--- src/rtl/txpool_pkg.sv ---
package txpool_pkg;
  typedef enum logic {
    TX_IDLE = 1'b0,
    TX_SEND = 1'b1
  } tx_state_e;
endpackage

--- src/rtl/txpool_store.sv ---
module txpool_store #(
  parameter int DATA_W = 8,
  parameter int DEPTH  = 64
) (
  input  logic                       clk,
  input  logic                       rst_n,
  input  logic                       push,
  input  logic [DATA_W-1:0]          wdata,
  input  logic                       pop,
  input  logic                       flush,
  output logic [DATA_W-1:0]          rdata,
  output logic [$clog2(DEPTH+1)-1:0] used
);
  localparam int PTR_W = $clog2(DEPTH);
  localparam int CNT_W = $clog2(DEPTH+1);

  logic [DATA_W-1:0] mem [DEPTH];
  logic [PTR_W-1:0]  wp_q, wp_d, rp_q, rp_d;
  logic [CNT_W-1:0]  cnt_q, cnt_d;

  function automatic logic [PTR_W-1:0] bump(input logic [PTR_W-1:0] p);
    return (p == PTR_W'(DEPTH-1)) ? '0 : p + 1'b1;
  endfunction

  always_comb begin
    wp_d  = wp_q;
    rp_d  = rp_q;
    cnt_d = cnt_q;
    if (flush) begin
      wp_d  = '0;
      rp_d  = '0;
      cnt_d = '0;
    end else begin
      if (push) wp_d = bump(wp_q);
      if (pop)  rp_d = bump(rp_q);
      cnt_d = cnt_q + CNT_W'(push) - CNT_W'(pop);
    end
  end

  always_ff @(posedge clk or negedge rst_n) begin
    if (!rst_n) begin
      wp_q  <= '0;
      rp_q  <= '0;
      cnt_q <= '0;
    end else begin
      wp_q  <= wp_d;
      rp_q  <= rp_d;
      cnt_q <= cnt_d;
    end
  end

  always_ff @(posedge clk) begin
    if (push && !flush) mem[wp_q] <= wdata;
  end

  assign rdata = mem[rp_q];
  assign used  = cnt_q;
endmodule

--- src/rtl/txpool_ctrl.sv ---
module txpool_ctrl
  import txpool_pkg::*;
#(
  parameter int BLOCK = 32,
  parameter int DEPTH = 64
) (
  input  logic                       clk,
  input  logic                       rst_n,
  input  logic                       cpu_wr,
  input  logic                       cmd_commit,
  input  logic                       cmd_last,
  input  logic                       irq_ack,
  input  logic                       xres,
  input  logic                       tx_ready,
  input  logic [$clog2(DEPTH+1)-1:0] used,
  output logic                       push,
  output logic                       pop,
  output logic                       flush,
  output logic                       pool_ready,
  output logic                       tx_valid,
  output logic                       tx_last,
  output logic                       tx_abort,
  output logic                       irq_udr
);
  localparam int CNT_W = $clog2(DEPTH+1);
  localparam int PND_W = $clog2(BLOCK+1);
  localparam logic [CNT_W-1:0] ROOM_LIM = CNT_W'(DEPTH - BLOCK);

  tx_state_e        st_q, st_d;
  logic [PND_W-1:0] pend_q, pend_d;
  logic             eom_q, eom_d;
  logic             irq_q, irq_d;
  logic             abt_q, abt_d;

  logic [CNT_W-1:0] cmt_cnt;
  logic             wr_ok, commit_ok, underrun;

  // Bytes already handed over = total stored minus the open block.
  assign cmt_cnt    = used - CNT_W'(pend_q);
  assign pool_ready = !irq_q && !eom_q && (cmt_cnt <= ROOM_LIM);
  assign wr_ok      = cpu_wr && !cmd_commit && !xres && pool_ready
                      && (pend_q < PND_W'(BLOCK));
  assign commit_ok  = cmd_commit && !xres && pool_ready && (pend_q != '0);
  assign tx_valid   = (st_q == TX_SEND) && (cmt_cnt != '0);
  assign tx_last    = tx_valid && eom_q && (cmt_cnt == CNT_W'(1));
  assign pop        = tx_valid && tx_ready && !xres;
  assign underrun   = (st_q == TX_SEND) && tx_ready && (cmt_cnt == '0)
                      && !eom_q && !xres && !commit_ok;
  assign push       = wr_ok;
  assign flush      = xres || underrun;

  always_comb begin
    st_d   = st_q;
    pend_d = pend_q;
    eom_d  = eom_q;
    irq_d  = irq_q;
    abt_d  = 1'b0;
    if (xres) begin
      st_d   = TX_IDLE;
      pend_d = '0;
      eom_d  = 1'b0;
      irq_d  = 1'b0;
    end else if (underrun) begin
      st_d   = TX_IDLE;
      pend_d = '0;
      irq_d  = 1'b1;
      abt_d  = 1'b1;
    end else begin
      if (wr_ok) pend_d = pend_q + 1'b1;
      if (commit_ok) begin
        pend_d = '0;
        st_d   = TX_SEND;
        eom_d  = cmd_last;
      end
      if (pop && tx_last) begin
        st_d  = TX_IDLE;
        eom_d = 1'b0;
      end
      if (irq_ack) irq_d = 1'b0;
    end
  end

  always_ff @(posedge clk or negedge rst_n) begin
    if (!rst_n) begin
      st_q   <= TX_IDLE;
      pend_q <= '0;
      eom_q  <= 1'b0;
      irq_q  <= 1'b0;
      abt_q  <= 1'b0;
    end else begin
      st_q   <= st_d;
      pend_q <= pend_d;
      eom_q  <= eom_d;
      irq_q  <= irq_d;
      abt_q  <= abt_d;
    end
  end

  assign tx_abort = abt_q;
  assign irq_udr  = irq_q;
endmodule

--- src/rtl/hdlc_txpool.sv ---
module hdlc_txpool #(
  parameter int DATA_W      = 8,
  parameter int BLOCK_BYTES = 32,
  parameter int NUM_BLOCKS  = 2
) (
  input  logic              clk,
  input  logic              rst_n,
  input  logic              cpu_wr_en,
  input  logic [DATA_W-1:0] cpu_wr_data,
  input  logic              blk_commit,
  input  logic              blk_last,
  input  logic              tx_reset,
  input  logic              udr_ack,
  output logic              pool_ready,
  output logic              udr_irq,
  input  logic              fr_ready,
  output logic              fr_valid,
  output logic [DATA_W-1:0] fr_data,
  output logic              fr_last,
  output logic              fr_abort
);
  localparam int DEPTH = BLOCK_BYTES * NUM_BLOCKS;
  localparam int CNT_W = $clog2(DEPTH+1);

  logic             push, pop, flush;
  logic [CNT_W-1:0] used;

  txpool_store #(.DATA_W(DATA_W), .DEPTH(DEPTH)) u_store (
    .clk   (clk),
    .rst_n (rst_n),
    .push  (push),
    .wdata (cpu_wr_data),
    .pop   (pop),
    .flush (flush),
    .rdata (fr_data),
    .used  (used)
  );

  txpool_ctrl #(.BLOCK(BLOCK_BYTES), .DEPTH(DEPTH)) u_ctrl (
    .clk        (clk),
    .rst_n      (rst_n),
    .cpu_wr     (cpu_wr_en),
    .cmd_commit (blk_commit),
    .cmd_last   (blk_last),
    .irq_ack    (udr_ack),
    .xres       (tx_reset),
    .tx_ready   (fr_ready),
    .used       (used),
    .push       (push),
    .pop        (pop),
    .flush      (flush),
    .pool_ready (pool_ready),
    .tx_valid   (fr_valid),
    .tx_last    (fr_last),
    .tx_abort   (fr_abort),
    .irq_udr    (udr_irq)
  );
endmodule

--- config.mk ---
export PLATFORM = sky130hd
export DESIGN_NAME = hdlc_txpool
export DESIGN_NICKNAME = d
export VERILOG_FILES = /design/src/rtl/txpool_pkg.sv /design/src/rtl/txpool_store.sv /design/src/rtl/txpool_ctrl.sv /design/src/rtl/hdlc_txpool.sv
export SDC_FILE = /design/constraint.sdc
export NUM_CORES = 1
export LEC_CHECK = 0
export CORE_MARGIN = 1.5
export CORE_UTILIZATION = 40
export DETAILED_ROUTE_END_ITERATION = 16
export PLACE_DENSITY = 0.6
export SYNTH_ARGS = -nofsm -noshare
export SYNTH_HDL_FRONTEND = slang
export SYNTH_HIERARCHICAL = 1
export SYNTH_SLANG_ARGS = --single-unit
export TNS_END_PERCENT = 1
--- constraint.sdc ---
create_clock -name clk -period 5.5 [get_ports clk]
set_input_delay 1.1 -clock clk [delete_from_list [all_inputs] [get_ports clk]]
set_output_delay 1.1 -clock clk [all_outputs]
set_load 0.05 [all_outputs]
==> flow_metrics.py, run 1 <==
metrics = {
    "place": {
        "hpwl_um": 29600,
        "place_inst": 1800,
        "place.gp.congestion": 0.819,
        "io_buffers": 28,
    },
    "layout": {
        "final_cell_mix": "512 x edfxtp_1, 154 x mux4_2, 91 x nor2_1, 55 x clkbuf_16, 39 x buf_4",
        "final_common_cell": "edfxtp_1",
        "diodes": 0,
        "area_growth_syn_to_layout_pct": 13.8,
        "drive_above_1_share_pct": 25.2,
        "nNetsFinal": 1195,
        "fin_cells": 1902,
    },
    "synthesis": {
        "synth-edff-count": 512,
        "synth_top_area_share_pct": 70.4,
        "avgSynthCellArea_um2": 20.1,
        "synth.largest_area_cell": "edfxtp_1",
        "yosys-top-cells-area": "edfxtp_1 70%, mux4_2 16%, dfrtp_1 3.3%",
        "yosysSeqAreaShare_pct": 73.7,
        "syn_area_um2": 21800,
        "ys.flop_type": "edfxtp_1",
        "syn_inst": 1087,
        "ys_types": 63,
        "syn_nets": 1122,
        "ys_warn_count": 6,
        "async_reset_ff_share_pct": 5.36,
        "synth_seq_cells": 541,
    },
    "sta": {
        "maxSlewViolCount": 0,
        "timing.final.crit_share_pct": 93.2,
        "finalHoldViolations": 0,
        "timing.final.crit_period_ps": 5130,
        "tns_ps": 0,
        "worst_clock_skew_ps": 22.1,
        "finalSetupViolCount": 0,
        "maxSlewHeadroom_pct": 21.5,
        "worst_pin_slew_ps": 1180,
        "timing.fmax_mhz": 195,
        "rsz0062_at_grt": "no",
    },
    "critical_path": {
        "critPathArrivalTime_ps": 4030,
        "path_max_fanout": 59,
        "slowest_delay_ps": 740,
        "cp_common_cell": "mux4_2",
        "start_kind": "register",
        "critical_path_class": "reg2out",
        "crit_chain": "buf_12, mux4_2, mux4_2, a22oi_1, nand2_1, clkdlybuf4s50_1",
        "crit_path_top_delay_cell": "clkdlybuf4s50_1",
        "crit_path_end_kind": "output pin",
        "required_ps": 4400,
    },
    "routing": {
        "num_vias": 10700,
        "wl_per_cell_um": 25.7,
        "drc": 0,
        "via_per_inst": 5.62,
        "ant_nets": 0,
        "initialDrtViolationCount": 1092,
        "dr.pass1.iters": 5,
        "drt_wl_total_um": 48800,
    },
    "grt": {
        "first_global_vias": 11000,
        "grt_max_degree": 65,
        "antenna_found_initial": 1,
        "met3_usage_pct": 4.57,
        "use_met1_pct": 23.8,
        "grt_pass1_wl_um": 72800,
        "top_usage_layer": "met2",
        "overflow": 0,
        "grt_use_total_pct": 17.9,
        "use_met2_pct": 28.8,
    },
    "die": {
        "dieWidth_um": 237,
        "die_y_um": 237,
        "start_util_pct": 40.5,
        "rows": 85,
        "dieArea_um2": 56000,
        "coreArea_um2": 53900,
        "ios": 29,
    },
    "clock_network": {
        "cts_tree": "built",
        "clk_path_buf_depth": 3,
        "clock-sinks": 541,
        "cts_hold_buf": 0,
        "cts_made_buffers": 54,
        "insertion_delay_ps": 600,
        "cts-root-buf": "clkbuf_16",
        "clkTransAtPathRegs_ps": 60,
        "ctsHtreeMaxLevel": 2,
        "cts_setup_buffers": 0,
    },
    "power_and_ir_drop": {
        "power_density_nw_per_um2": 357,
        "leakage_nw": 7.67,
        "vdd_ir_drop_max_mv": 0.286,
    },
    "worst_hold_path": {
        "hp-class": "reg2reg",
    },
    "outcome": {
        "outcome": "complete, no violations",
    },
    "flow_run": {
        "drv_cap": 0,
    },
}
[through the flow]
stage / hold WS (ps) / setup WS [ps] / instance area, um^2 / util [%] / total power [mW]
after floorplan: 535 / 1220 / 21800 / - / 5.08
after global placement: 605 / 762 / 23100 / 42.8 / 5.30
after detailed placement: 587 / 543 / 23100 / 42.8 / 5.32
after CTS: 600 / 163 / 24900 / 46.1 / 8.96
after global routing: 625 / 127 / 24900 / 46.1 / 9.19
final: 600 / 372 / 24900 / 46.1 / 8.88
[cell usage after synthesis (3+ instances only)]
library cell,count
a21o_1,3
a211oi_1,5
nand3b_1,3
nand2_1,30
nand2b_1,7
buf_2,11
nand4_1,7
nor4_1,3
xor2_1,7
inv_1,27
nor2b_1,11
dfrtp_1,29
a221oi_1,4
o21ai_0,15
a22oi_1,15
nand3_1,11
clkbuf_1,28
mux2i_1,12
edfxtp_1,512
a21oi_1,14
ha_1,17
buf_1,8
and3_1,3
buf_6,5
nor3b_1,3
nor2_1,91
mux4_2,154
nor3_1,7
[routing by layer]
layer	part of all wire (%)	up-vias
met3	7.6	90
met1	41	5659
met4	2.6	2
li1	-	4612
met2	49	328
met5	0.023	-
[report_power, final]
part	switching [mW]	internal [mW]	total (mW)
logic	0.441	0.242	0.683
clock network	1.53	2.11	3.64
registers	0.0264	4.53	4.56
[logic make-up (layout without fill, tap and decap cells)]
family          after synthesis  count (layout)  share of synthesized area (%)
simple gates                189             189                           4.01
flops                       541             541                           73.7
xor+xnor                      9               9                          0.361
compound gates               80              80                           2.61
mux                         167             167                           16.5
fa+ha+maj                    19              19                           1.16
buf+inv                      82             201                           1.68
[flip-flops by register name, indices dropped and copies added, names as in the netlist]
| register | flops |
|---|---|
| u_store/mem | 512 |
| u_store/used | 7 |
| u_ctrl/st_q | 1 |
| u_ctrl/tx_abort | 1 |
| u_ctrl/irq_udr | 1 |
| u_ctrl/eom_q | 1 |
| u_store/wp_q | 6 |
| u_ctrl/pend_q | 6 |
| u_store/rp_q | 6 |
[cell type report]
cell class	instances	area, um^2
well taps	696	871
clock buffers	64	1410
clock inverters	38	357
fillers	4416	29100
multi-input cells	464	5380
inverters	27	101
repair buffers	72	633
flip-flops and latches	541	16100
[what timing repair did]
item	in CTS	in global routing
gates resized for setup	0	1
setup endpoints to repair	0	1
endpoints found under the hold margin	0	0
[worst paths after layout]
check | startpoint | endpoint | slack, ps | cells past startpoint
max | u_store/rp_q[0] | fr_data[5] | 370 | 6
min | u_ctrl/pend_q[4] | u_ctrl/pend_q[4] | 600 | 2
max reg2reg | u_ctrl/pend_q[0] | u_store/mem[26][3] | 550 | 11
min reg2reg | u_ctrl/pend_q[4] | u_ctrl/pend_q[4] | 600 | 2
max in group asynchronous | rst_n | u_store/rp_q[1] | 4280 | 2
min in group asynchronous | rst_n | u_ctrl/st_q | 890 | 2
[worst max-delay path: cells and delay by family (launching register included)]
kind / cells / cell delay (ps)
buf+inv: 2 / 1150
mux: 2 / 1130
flops: 1 / 650
compound gates: 1 / 240
simple gates: 1 / 150
Power figures use the tool's default switching activity.
==> inputs of run 2 (changes only) <==
CORE_MARGIN = default   (was 1.5)
clock period = 5.34 ns   (was 5.5 ns; I/O delays follow)
==> flow_metrics.py, run 2 (same netlist as run 1, synthesis figures left out) <==
metrics = {
    "clock_network": {
        "cts_tree": "built",
        "clock-sinks": 541,
        "cts_hold_buf": 0,
        "cts-root-buf": "clkbuf_16",
        "ctsHtreeMaxLevel": 2,
        "clkTransAtPathRegs_ps": 60,
        "cts_setup_buffers": 0,
        "clk_path_buf_depth": 3,
        "postCtsResizedCells": 0,
        "cts_made_buffers": 55,
        "insertion_delay_ps": 620,
    },
    "routing": {
        "ant_nets": 0,
        "wl_per_cell_um": 24.9,
        "drt_wl_total_um": 47200,
        "via_per_inst": 5.57,
        "drc": 0,
        "initialDrtViolationCount": 889,
        "dr.pass1.iters": 5,
        "num_vias": 10600,
    },
    "critical_path": {
        "cp_common_cell": "mux4_2",
        "crit_chain": "buf_4, mux4_2, mux4_2, a22oi_1, nand2_1, clkdlybuf4s50_1",
        "critical_path_class": "reg2out",
        "crit_path_end_kind": "output pin",
        "reg2reg_depth": 18,
        "critPathArrivalTime_ps": 4140,
        "crit_path_top_delay_cell": "dfrtp_4",
        "start_kind": "register",
        "slowest_delay_ps": 860,
        "required_ps": 4270,
        "path_max_fanout": 38,
    },
    "die": {
        "dieWidth_um": 236,
        "die_y_um": 236,
        "ios": 29,
        "start_util_pct": 40.5,
        "rows": 85,
        "coreArea_um2": 53900,
        "dieArea_um2": 55500,
    },
    "sta": {
        "finalSetupViolCount": 0,
        "timing.final.crit_period_ps": 5210,
        "worst_pin_slew_ps": 1210,
        "rsz0062_at_grt": "no",
        "worst_clock_skew_ps": 32.2,
        "tns_ps": 0,
        "timing.fmax_mhz": 192,
        "finalHoldViolations": 0,
        "timing.final.crit_share_pct": 97.5,
        "maxSlewHeadroom_pct": 19.6,
        "maxSlewViolCount": 0,
        "finalWorstSetupSlack_ps": 134,
    },
    "worst_hold_path": {
        "hp-class": "reg2reg",
        "hold_path_depth": 2,
    },
    "power_and_ir_drop": {
        "power_density_nw_per_um2": 374,
        "vdd_ir_drop_max_mv": 0.299,
        "p_total_mw": 9.34,
        "leakage_nw": 7.70,
    },
    "place": {
        "io_buffers": 28,
        "dpl_cell_area_um2": 23100,
        "place.gp.congestion": 0.777,
        "hpwl_um": 28500,
        "place_inst": 1796,
        "pre_cts_slack_ps": 378,
    },
    "layout": {
        "diodes": 0,
        "largest_reg_flops": 512,
        "final_common_cell": "edfxtp_1",
        "fin_cells": 1899,
        "nNetsFinal": 1192,
        "drive_above_1_share_pct": 25.4,
        "fill_cells": 4430,
        "top_register": "u_store/mem",
        "final_cell_mix": "512 x edfxtp_1, 154 x mux4_2, 91 x nor2_1, 56 x clkbuf_16, 34 x buf_4",
        "regArea_um2": 16100,
        "area_growth_syn_to_layout_pct": 14.2,
        "final_area_um2": 25000,
        "multi_input_area_um2": 5400,
    },
    "grt": {
        "met3_usage_pct": 3.55,
        "overflow": 0,
        "antenna_found_initial": 1,
        "grt_use_total_pct": 17.4,
        "grt_pass1_wl_um": 71100,
        "grt_max_degree": 65,
        "first_global_vias": 10700,
        "use_met1_pct": 23.9,
        "use_met2_pct": 27.8,
        "top_usage_layer": "met2",
    },
    "outcome": {
        "outcome": "complete, no violations",
    },
    "flow_run": {
        "drv_cap": 0,
    },
}
-- run 2: cell types whose count changed in the layout (fill, tap and decap cells not counted), moves of 2 or more --
cell        before  now
buf_4           39   34
clkinv_1        11    6
clkbuf_1         9   13
clkbuf_8         0    3
clkinv_2        16   13
a22oi_1         15   13
a22oi_2          0    2
bufinv_16        6    8
clkinvlp_4       3    1
inv_6            0    2
-- run 2: cell type report --
cell class / instances / share of cell area [%]
Sequential cell: 541 / 64.6
Clock inverter: 31 / 1.48
Tap cell: 696 / 3.49
Multi-Input combinational cell: 464 / 21.6
Clock buffer: 72 / 5.98
Timing Repair Buffer: 68 / 2.47
Inverter: 27 / 0.406
-- run 2: worst paths after layout --
path                             startpoint               to  slack [ps]
max                         u_store/rp_q[1]       fr_data[7]         130
min                            u_ctrl/eom_q     u_ctrl/eom_q         600
max reg2reg                u_ctrl/pend_q[0]  u_store/used[6]         690
min reg2reg                    u_ctrl/eom_q     u_ctrl/eom_q         600
max in group asynchronous             rst_n  u_store/rp_q[0]        4130
min in group asynchronous             rst_n  u_store/used[5]         850
-- run 2: power breakdown --
part / total (mW) / switching [mW] / internal [mW]
clock network: 3.95 / 1.60 / 2.35
registers: 4.69 / 0.0250 / 4.67
logic: 0.695 / 0.447 / 0.248
total: 9.34 / 2.07 / 7.27
-- run 2: worst max-delay path: cells and delay by family (launching register included) --
family                 cells  cell delay (ps)
AND/OR/NAND/NOR            1              190
AO/OA/AOI/OAI              1              520
flip-flops                 1              860
buffers and inverters      2             1110
multiplexers               2              830
-- run 2: per-layer routing --
metal	wire length (um)	up-vias
met3	2490	83
met5	10	-
met2	23100	289
met4	1290	2
li1	-	4598
met1	20300	5609
-- run 2: through the flow --
| step | hold WS [ps] | utilization, % |
|---|---|---|
| 2_1_floorplan | 535 | - |
| 3_3_place_gp | 593 | 42.8 |
| 3_5_place_dp | 600 | 42.8 |
| 4_1_cts | 600 | 46.2 |
| 5_1_grt | 635 | 46.3 |
| 6_report | 603 | 46.3 |
